[src/rtl/nvs_pkg.sv]
package nvs_pkg;

    typedef enum logic [1:0] {
        NV_IDLE   = 2'd0,
        NV_GRACE  = 2'd1,
        NV_STORE  = 2'd2,
        NV_RECALL = 2'd3
    } nv_state_e;

    typedef struct packed {
        logic dirty;
        logic rcl_pend;
        logic sw_pend;
    } nv_flags_t;

endpackage

[src/rtl/nvs_cycle_timer.sv]
module nvs_cycle_timer #(
    parameter int CW = 8
) (
    input  logic          clk,
    input  logic          rst_n,
    input  logic          clr_i,
    output logic [CW-1:0] cnt_o
);
    logic [CW-1:0] cnt_d, cnt_q;

    always_comb begin
        cnt_d = cnt_q;
        if (clr_i) begin
            cnt_d = '0;
        end else begin
            cnt_d = cnt_q + 1'b1;
        end
    end

    always_ff @(posedge clk) begin
        if (!rst_n) cnt_q <= '0;
        else        cnt_q <= cnt_d;
    end

    assign cnt_o = cnt_q;
endmodule

[src/rtl/nvs_flag_bank.sv]
module nvs_flag_bank
    import nvs_pkg::*;
(
    input  logic clk,
    input  logic rst_n,
    input  logic wr_acc_i,
    input  logic below_rst_i,
    input  logic sw_req_i,
    input  logic sw_take_i,
    input  logic store_fin_i,
    input  logic recall_fin_i,
    output logic dirty_o,
    output logic rcl_pend_o,
    output logic sw_pend_o
);
    nv_flags_t fl_d, fl_q;

    always_comb begin
        fl_d = fl_q;
        // completion of either cycle leaves a clean image
        if (store_fin_i || recall_fin_i) fl_d.dirty = 1'b0;
        if (wr_acc_i)                    fl_d.dirty = 1'b1;
        // a deep dip re-arms the recall; setting wins over clearing
        if (recall_fin_i)                fl_d.rcl_pend = 1'b0;
        if (below_rst_i)                 fl_d.rcl_pend = 1'b1;
        // software requests queue until a store consumes them
        fl_d.sw_pend = (fl_q.sw_pend || sw_req_i) && !sw_take_i;
    end

    always_ff @(posedge clk) begin
        if (!rst_n) begin
            fl_q.dirty    <= 1'b0;
            fl_q.rcl_pend <= 1'b1;
            fl_q.sw_pend  <= 1'b0;
        end else begin
            fl_q <= fl_d;
        end
    end

    assign dirty_o    = fl_q.dirty;
    assign rcl_pend_o = fl_q.rcl_pend;
    assign sw_pend_o  = fl_q.sw_pend;

    // without a deep dip the recall latch cannot arm itself
    a_r8_no_shallow_rearm: assert property (@(posedge clk) disable iff (!rst_n)
        (!below_rst_i && !fl_q.rcl_pend) |=> !fl_q.rcl_pend);

    // an accepted write is remembered
    a_r2_write_marks: assert property (@(posedge clk) disable iff (!rst_n)
        wr_acc_i |=> fl_q.dirty);

    // a request seen while no store is taken stays queued
    a_r11_req_kept: assert property (@(posedge clk) disable iff (!rst_n)
        (sw_req_i && !sw_take_i) |=> fl_q.sw_pend);
endmodule

[src/rtl/nv_shadow_ctrl.sv]
module nv_shadow_ctrl
    import nvs_pkg::*;
#(
    parameter int GRACE_CYC   = 125,
    parameter int STORE_CYC   = 1250000,
    parameter int RESTORE_CYC = 68750
) (
    input  logic clk,
    input  logic rst_n,
    input  logic sup_above_sw,
    input  logic sup_below_rst,
    input  logic ce_in,
    input  logic sram_we,
    input  logic sw_store_req,
    input  logic store_done,
    input  logic recall_done,
    output logic ce_out,
    output logic standby,
    output logic busy,
    output logic store_start,
    output logic recall_start,
    output logic dirty,
    output logic recall_pending
);
    localparam int MAX_A = (GRACE_CYC > STORE_CYC) ? GRACE_CYC : STORE_CYC;
    localparam int MAX_C = (MAX_A > RESTORE_CYC) ? MAX_A : RESTORE_CYC;
    localparam int CW    = $clog2(MAX_C + 1);
    localparam logic [CW-1:0] GRACE_LAST   = CW'(GRACE_CYC - 1);
    localparam logic [CW-1:0] STORE_LAST   = CW'(STORE_CYC - 1);
    localparam logic [CW-1:0] RESTORE_LAST = CW'(RESTORE_CYC - 1);

    nv_state_e     state_d, state_q;
    logic [CW-1:0] cnt;
    logic          tmr_clr, sw_take, store_fin, recall_fin;
    logic          sw_pend, wr_acc, idle;

    assign idle   = (state_q == NV_IDLE);
    assign busy   = !idle;
    assign ce_out = ce_in && idle && !recall_pending && sup_above_sw;
    assign wr_acc = sram_we && ce_out;
    assign standby      = !ce_in && !busy;
    assign store_start  = (state_q == NV_STORE)  && (cnt == '0);
    assign recall_start = (state_q == NV_RECALL) && (cnt == '0);

    always_comb begin
        state_d    = state_q;
        tmr_clr    = 1'b0;
        sw_take    = 1'b0;
        store_fin  = 1'b0;
        recall_fin = 1'b0;
        unique case (state_q)
            NV_IDLE: begin
                tmr_clr = 1'b1;
                if (recall_pending && sup_above_sw) begin
                    state_d = NV_RECALL;
                end else if (sw_pend || sw_store_req || (!sup_above_sw && dirty)) begin
                    state_d = NV_GRACE;
                    sw_take = 1'b1;
                end
            end
            NV_GRACE: begin
                if (cnt == GRACE_LAST) begin
                    state_d = NV_STORE;
                    tmr_clr = 1'b1;
                end
            end
            NV_STORE: begin
                if (store_done || cnt == STORE_LAST) begin
                    state_d   = NV_IDLE;
                    store_fin = 1'b1;
                end
            end
            NV_RECALL: begin
                if (recall_done || cnt == RESTORE_LAST) begin
                    state_d    = NV_IDLE;
                    recall_fin = 1'b1;
                end
            end
            default: state_d = NV_IDLE;
        endcase
    end

    always_ff @(posedge clk) begin
        if (!rst_n) state_q <= NV_IDLE;
        else        state_q <= state_d;
    end

    nvs_cycle_timer #(.CW(CW)) u_timer (
        .clk   (clk),
        .rst_n (rst_n),
        .clr_i (tmr_clr),
        .cnt_o (cnt)
    );

    nvs_flag_bank u_flags (
        .clk          (clk),
        .rst_n        (rst_n),
        .wr_acc_i     (wr_acc),
        .below_rst_i  (sup_below_rst),
        .sw_req_i     (sw_store_req),
        .sw_take_i    (sw_take),
        .store_fin_i  (store_fin),
        .recall_fin_i (recall_fin),
        .dirty_o      (dirty),
        .rcl_pend_o   (recall_pending),
        .sw_pend_o    (sw_pend)
    );

    // SRAM is fenced off during any nonvolatile cycle
    a_r9_ce_fenced: assert property (@(posedge clk) disable iff (!rst_n)
        busy |-> !ce_out);

    // no standby while a cycle is running
    a_r10_no_standby: assert property (@(posedge clk) disable iff (!rst_n)
        (!ce_in && busy) |-> !standby);

    // a finished cycle leaves the image marked clean
    a_r6_clean_after: assert property (@(posedge clk) disable iff (!rst_n)
        $fell(busy) |-> !dirty);

    // the store command is preceded by the grace phase
    a_r3_grace_first: assert property (@(posedge clk) disable iff (!rst_n)
        store_start |-> $past(busy));

    // a recall is only issued on a latched request
    a_r7_recall_latched: assert property (@(posedge clk) disable iff (!rst_n)
        recall_start |-> $past(recall_pending));

    // the two commands never overlap
    a_r7_cmd_excl: assert property (@(posedge clk) disable iff (!rst_n)
        $onehot0({store_start, recall_start}));

    // the store phase never outlives its timeout
    a_r6_store_bound: assert property (@(posedge clk) disable iff (!rst_n)
        (state_q == NV_STORE) |-> (cnt <= STORE_LAST));
endmodule

[config.mk]
export PLATFORM = sky130hd
export DESIGN_NAME = nv_shadow_ctrl
export DESIGN_NICKNAME = d
export VERILOG_FILES = /design/src/rtl/nvs_pkg.sv /design/src/rtl/nvs_cycle_timer.sv /design/src/rtl/nvs_flag_bank.sv /design/src/rtl/nv_shadow_ctrl.sv
export SDC_FILE = /design/constraint.sdc
export NUM_CORES = 1
export LEC_CHECK = 0
export BUFFER_PORTS_ARGS = -buffer_cell sky130_fd_sc_hd__clkbuf_2
export CORE_UTILIZATION = 47
export CTS_CLUSTER_DIAMETER = 100
export DETAILED_ROUTE_END_ITERATION = 8
export PLACE_DENSITY = 0.66
export SYNTH_ARGS = -nofsm -noshare
export SYNTH_HDL_FRONTEND = slang
export SYNTH_HIERARCHICAL = 1
export SYNTH_SLANG_ARGS = --single-unit
[constraint.sdc]
create_clock -name clk -period 2.6 [get_ports clk]
set_input_delay 0.13 -clock clk [delete_from_list [all_inputs] [get_ports clk]]
set_output_delay 0.13 -clock clk [all_outputs]
set_load 0.005 [all_outputs]
=== Yosys cells after proc, flatten, opt, wreduce, memory -nomap -nowiden ===
Index checks and enable logic that the tools add are counted.
W data, S select, Z words.

* Input bits: 9
* Word-level logic and storage cells: 60
* Flip-flop bits (word level): 26
* Output and inout bits: 7

* $add $sub $neg: 1
* Mux-type cells: 17
* Bitwise operators: 1
* Eq/ne operators: 10
* Reductions and logical operators: 26

{| class="wikitable"
|+ Operators by type and width
! operator !! count
|-
| $add A21 B1 Y21 const B || 1
|-
| $eq A21 B17 Y1 const B || 1
|-
| $eq A21 B21 Y1 const B || 1
|-
| $eq A21 B7 Y1 const B || 1
|-
| $logic_not A21 Y1 || 1
|-
| $logic_and A1 B1 Y1 || 10
|-
| $mux W1 || 10
|-
| $mux W2 || 5
|-
| $pmux W2 S4 || 1
|-
| $logic_not A1 Y1 || 5
|-
| $logic_or A1 B1 Y1 || 5
|-
| $eq A2 B2 Y1 const B || 2
|-
| $ne A2 B1 Y1 const B || 2
|-
| $reduce_and A4 Y1 || 1
|-
| $reduce_or A2 Y1 || 2
|-
| $ne A3 B1 Y1 const B || 1
|-
| $eq A2 B1 Y1 const B || 1
|-
| $logic_not A2 Y1 || 1
|-
| $ne A2 B2 Y1 const B || 1
|-
| $pmux W1 S2 || 1
|-
| $reduce_bool A2 Y1 || 1
|-
| $not A1 Y1 || 1
|}

=== Depth between registers and ports, before layout ===
* Depth in word-level cells: 8
* Depth in mapped cells: 8
* Gate-level depth less buffers: 7

=== Hierarchy ===
The synthesis kept the hierarchy.

{| class="wikitable"
|+ By module, submodules not included
! module !! sequential area each (µm²) !! times used !! cells each !! area an instance (µm²)
|-
| nvs_cycle_timer || 420.4 || 1 || 103 || 915.9
|-
| nv_shadow_ctrl || 40.0 || 1 || 54 || 386.6
|-
| nvs_flag_bank || 60.1 || 1 || 9 || 105.1
|}

=== Least setup slack after synthesis ===
No wires, ideal clock.

* Kind: register -> register
* From: register u_timer.cnt_q[0] (netlist: u_timer/cnt_o[0])
* To: register u_timer.cnt_q[10] (netlist: u_timer/cnt_o[10])
* Cell stages (with the launch flop): 9
* Arrival time: 2120 ps
* Data required time: 2472 ps
* Setup time: 128 ps
* Path buffers: 2
* Setup slack: 353 ps
* Clock period less this slack: 2247 ps
* Cell sequence: dfxtp_1 or4_4 nor4b_4 a21oi_1 nor2_1 nand2b_1 clkbuf_1 buf_1 nor2_1

* Cells in the longest elaborated chain, start to end: 4
* Elaborated cells between the ends (all ways): 5
* Those cells by class: 1 x add/sub; 1 x eq/ne; 2 x mux; 1 x reduce/logical

{| class="wikitable"
|+ Ends and longest elaborated chain
! element !! RTL line !! source
|-
| from (decl) || nvs_cycle_timer.sv:9 || <nowiki>logic [CW-1:0] cnt_d, cnt_q;</nowiki>
|-
| from (signal assigned) || nvs_cycle_timer.sv:22 || <nowiki>else cnt_q <= cnt_d;</nowiki>
|-
| $eq A21 B7 Y1 || nv_shadow_ctrl.sv:62 || <nowiki>if (cnt == GRACE_LAST) begin</nowiki>
|-
| $mux W1 || nv_shadow_ctrl.sv:62 ||
|-
| $pmux W1 S2 || nv_shadow_ctrl.sv:51 || <nowiki>unique case (state_q)</nowiki>
|-
| net tmr_clr || nv_shadow_ctrl.sv:34 || <nowiki>logic tmr_clr, sw_take, store_fin, recall_fin;</nowiki>
|-
| $reduce_or A2 Y1 (no line) || - ||
|}

The timed path passes the listed nets, and every way through them passes these cells.
A chain may end at the register's enable or synchronous reset.

=== Worst setup path in the final report ===
* From: register u_timer.cnt_q[0] (netlist: u_timer/cnt_o[0])
* To: register u_timer.cnt_q[20] (netlist: u_timer/cnt_o[20])

The elaborated chain is that of the path after synthesis.

==> flow_summary_export.csv <==
group,metric,value,unit
status,status,"complete, but fails checks",
status,violations,"design-rule violations",
power_and_ir_drop,power.share.sequential,0.586,
setup_path,crit_arrival,2.49,ns
power_and_ir_drop,intPower,0.000537,W
layout,antenna_cells,0,
power_and_ir_drop,p_switching,0.000184,W
power_and_ir_drop,switching_share,0.255,
min_path,hold_start,"rst_n",
sta,worstMarginPinSlew,0.439,ns
setup_path,r2r_cells,7,
floorplan,coreArea,2810,sq um
clocking,cts.repair.resized,0,
power_and_ir_drop,pwr-share-comb,0.127,
yosys,synth_common_cells,"26 x dfxtp_1, 23 x nor2_1, 8 x nand3_1, 8 x xor2_1",
drt,drt_pass1_iterations,6,
grt,grt_pass1_vias,1197,
grt,overflow,0,
layout,layout.cells.non_filler,214,
layout,final_nets,194,
sta,timing.fmax,439,MHz
grt,grt_start_max_net_pins,15,
clocking,cts-root-buf,"clkbuf_4",
sta,maxSlewViolCount,0,
clocking,cts_tree,"built",
yosys,synth_top_area_share,0.370,
floorplan,rows,19,
placed_design,port-buffer-count,15,
grt,grt_pass1_wl,5460,um
drt,antenna_left,0,
setup_path,cp-start-kind,"flop",
sta,hold_violations,0,
floorplan,die_area,3220,sq um
yosys,post-synth-top-count-cell,"dfxtp_1",
yosys,synth_top_area_cell,"dfxtp_1",
placed_design,dp_hpwl,2400,um
power_and_ir_drop,peakVddDrop,0.282,mV
min_path,hold_end,"u_flags/rcl_pend_o$_SDFFE_PP1P_",
sta,setup_tns,0,ns
sta,period_share,0.876,
sta,rsz0062_at_grt,"no",
layout,fillCellCount,264,
grt,antenna_found_initial,0,
min_path,hold_class,"in -> reg",
flow_run,cap_violations,0,
yosys,ys_types,46,
setup_path,r2r_start,"u_timer/cnt_o[0]$_SDFF_PP0_",
setup_path,critPathKind,"reg -> reg",
yosys,synthArstFlopShare,0,
placed_design,place.gp.congestion,0.823,
floorplan,die_h,56.7,um
setup_path,worstSetupEndpointType,"flop",
drt,post_drt_wl_per_cell,15.0,um
yosys,synth_seq_cells,26,
drt,num_vias,1296,
yosys,synth_seq_area_share,0.370,
yosys,synth-edff-count,0,
setup_path,r2r_slack,0.32,ns
power_and_ir_drop,p_leak,0.557,nW
yosys,synth.area.top_cells,"dfxtp_1 37%, nor2_1 6.1%, xor2_1 5.0%",
yosys,syn-num-nets,176,
yosys,synthMuxAreaShare,0,
layout,area_growth,11.0,%
sta,skew,0.00599,ns
drt,drc,2,
yosys,yosys.area_share.simple,0.394,
layout,layout-drive-gt1-share,0.169,
drt,first_iter_violations,43,
yosys,synth_fa_ha_area_frac,0.00889,
yosys,netlist_area,1410,sq um
power_and_ir_drop,pwr_density_cell,461,nW/um^2
clocking,path_clk_slew,0.14,ns
sta,relSlewSlack,0.705,
sta,setup_viol,0,
setup_path,r2r_end,"u_timer/cnt_o[20]$_SDFF_PP0_",
floorplan,die-width,56.7,um
yosys,ys_warn_count,6,
power_and_ir_drop,p_clk_frac,0.286,
grt,grt_usage,0.215,
clocking,clkSinkCount,26,
floorplan,num_io_pins,16,
min_path,hold_depth,2,
yosys,synth_cells,166,
floorplan,initial_core_util,0.502,
yosys,synth_top_family_by_area,"simple AND/OR/NAND/NOR gates",
yosys,syn_area_per_cell,8.48,sq um
clocking,clkLatencyLatePin,0.32,ns
sta,period_needed,2.28,ns
drt,wl,3200,um
yosys,synth_xor_area_frac,0.0809,
placed_design,dp_cells,209,
clocking,clockBufferDepth,2,
drt,via_per_inst,6.06,
clocking,cts_buffers,3,
setup_path,crit_path_max_fanout,11,
yosys,synth_flop_cell,"dfxtp_1",
clocking,cts_max_level,1,
setup_path,required,2.82,ns
yosys,synth_compound_area_frac,0.116,
-- final cells by class --
cell class	count	area [sq um]	share of cell area
Clock buffer	4	36.3	0.0232
Inverter	6	22.5	0.0144
Multi-Input combinational cell	129	845	0.540
Sequential cell	26	520	0.333
Tap cell	31	38.8	0.0248
Timing Repair Buffer	18	100	0.0641
-- stage by stage --
| step | setup slack, ns | total power (W) | instance area, sq um | hold WS [ns] | utilization |
|---|---|---|---|---|---|
| 6_report | 0.322 | 0.000721 | 1560 | 0.0787 | 0.557 |
| 5_1_grt | 0.160 | 0.000755 | 1560 | 0.0703 | 0.557 |
| 4_1_cts | 0.320 | 0.000726 | 1560 | 0.0677 | 0.557 |
| 3_5_place_dp | 0.328 | 0.000521 | 1520 | 0.329 | 0.541 |
| 3_3_place_gp | 0.432 | 0.000518 | 1520 | 0.317 | 0.541 |
| 2_1_floorplan | 0.353 | 0.000492 | 1410 | 0.213 | - |
-- layout by cell type (no fill, tap or decap), drive strengths merged, types with 4 or more instances in the layout --
cell type and n:
nor2 23, or3 6, nand2 7, or4 4, nor3 5, and4 6, nand4 7, o21ai 5
nor4 6, clkbuf 19, inv 6, nand3 9, a21oi 6, dfxtp 26, xor2 8, xnor2 5
-- what timing repair did --
action                    4_1_cts  5_1_grt
hold endpoints to repair        1        0
hold buffers                    1        0
setup buffers                   0        0
-- state kept, by name, indices dropped and copies added, names as in the netlist --
signal / cells
u_timer/cnt_o: 21
state_q: 2
u_flags/dirty_o: 1
u_flags/sw_pend_o: 1
u_flags/rcl_pend_o: 1
-- kinds of logic (layout without fill, tap and decap cells) --
logic type / Yosys count / in the layout
AND/OR/NAND/NOR: 91 / 91
flip-flops: 26 / 26
AO/OA/AOI/OAI: 24 / 24
XOR/XNOR: 13 / 13
buffers and inverters: 11 / 28
adder cells (fa/ha/maj): 1 / 1
-- power by group through the flow --
stage / registers [W] / clock network, W / logic (W)
global route: 0.000425 / 0.000227 / 0.000102
floorplan: 0.000425 / 0 / 0.0000669
finish: 0.000423 / 0.000206 / 0.0000919
CTS: 0.000423 / 0.000212 / 0.0000913
global placement: 0.000431 / 0 / 0.0000874
detailed placement: 0.000431 / 0 / 0.0000899
-- worst max-delay path by stage --
stage               slack [ns]                            to  cells past startpoint                   startpoint
floorplan                 0.35  u_timer/cnt_o[10]$_SDFF_PP0_                      8  u_timer/cnt_o[0]$_SDFF_PP0_
global placement          0.43  u_timer/cnt_o[18]$_SDFF_PP0_                      7  u_timer/cnt_o[0]$_SDFF_PP0_
detailed placement        0.33  u_timer/cnt_o[20]$_SDFF_PP0_                      7  u_timer/cnt_o[0]$_SDFF_PP0_
CTS                       0.32  u_timer/cnt_o[20]$_SDFF_PP0_                      7  u_timer/cnt_o[0]$_SDFF_PP0_
global route              0.16  u_timer/cnt_o[19]$_SDFF_PP0_                      7  u_timer/cnt_o[9]$_SDFF_PP0_
finish                    0.32  u_timer/cnt_o[20]$_SDFF_PP0_                      7  u_timer/cnt_o[0]$_SDFF_PP0_
-- layer usage --
metal  vias up  wire, um  GRT usage
met3         2       120     0.0346
met1       609      1510      0.289
met4         0        21     0.0536
met2        38      1550      0.355
met5         -         0          0
li1        647         -          -
-- worst max-delay path, stage by stage (launching register included) --
cell      delay (ns)
dfxtp_1         0.37
or4_4           0.55
nor4b_4         0.34
a21oi_1         0.10
nor2_1          0.14
nand2b_1        0.36
buf_4           0.25
a21oi_1         0.06
Power figures use the tool's default switching activity.
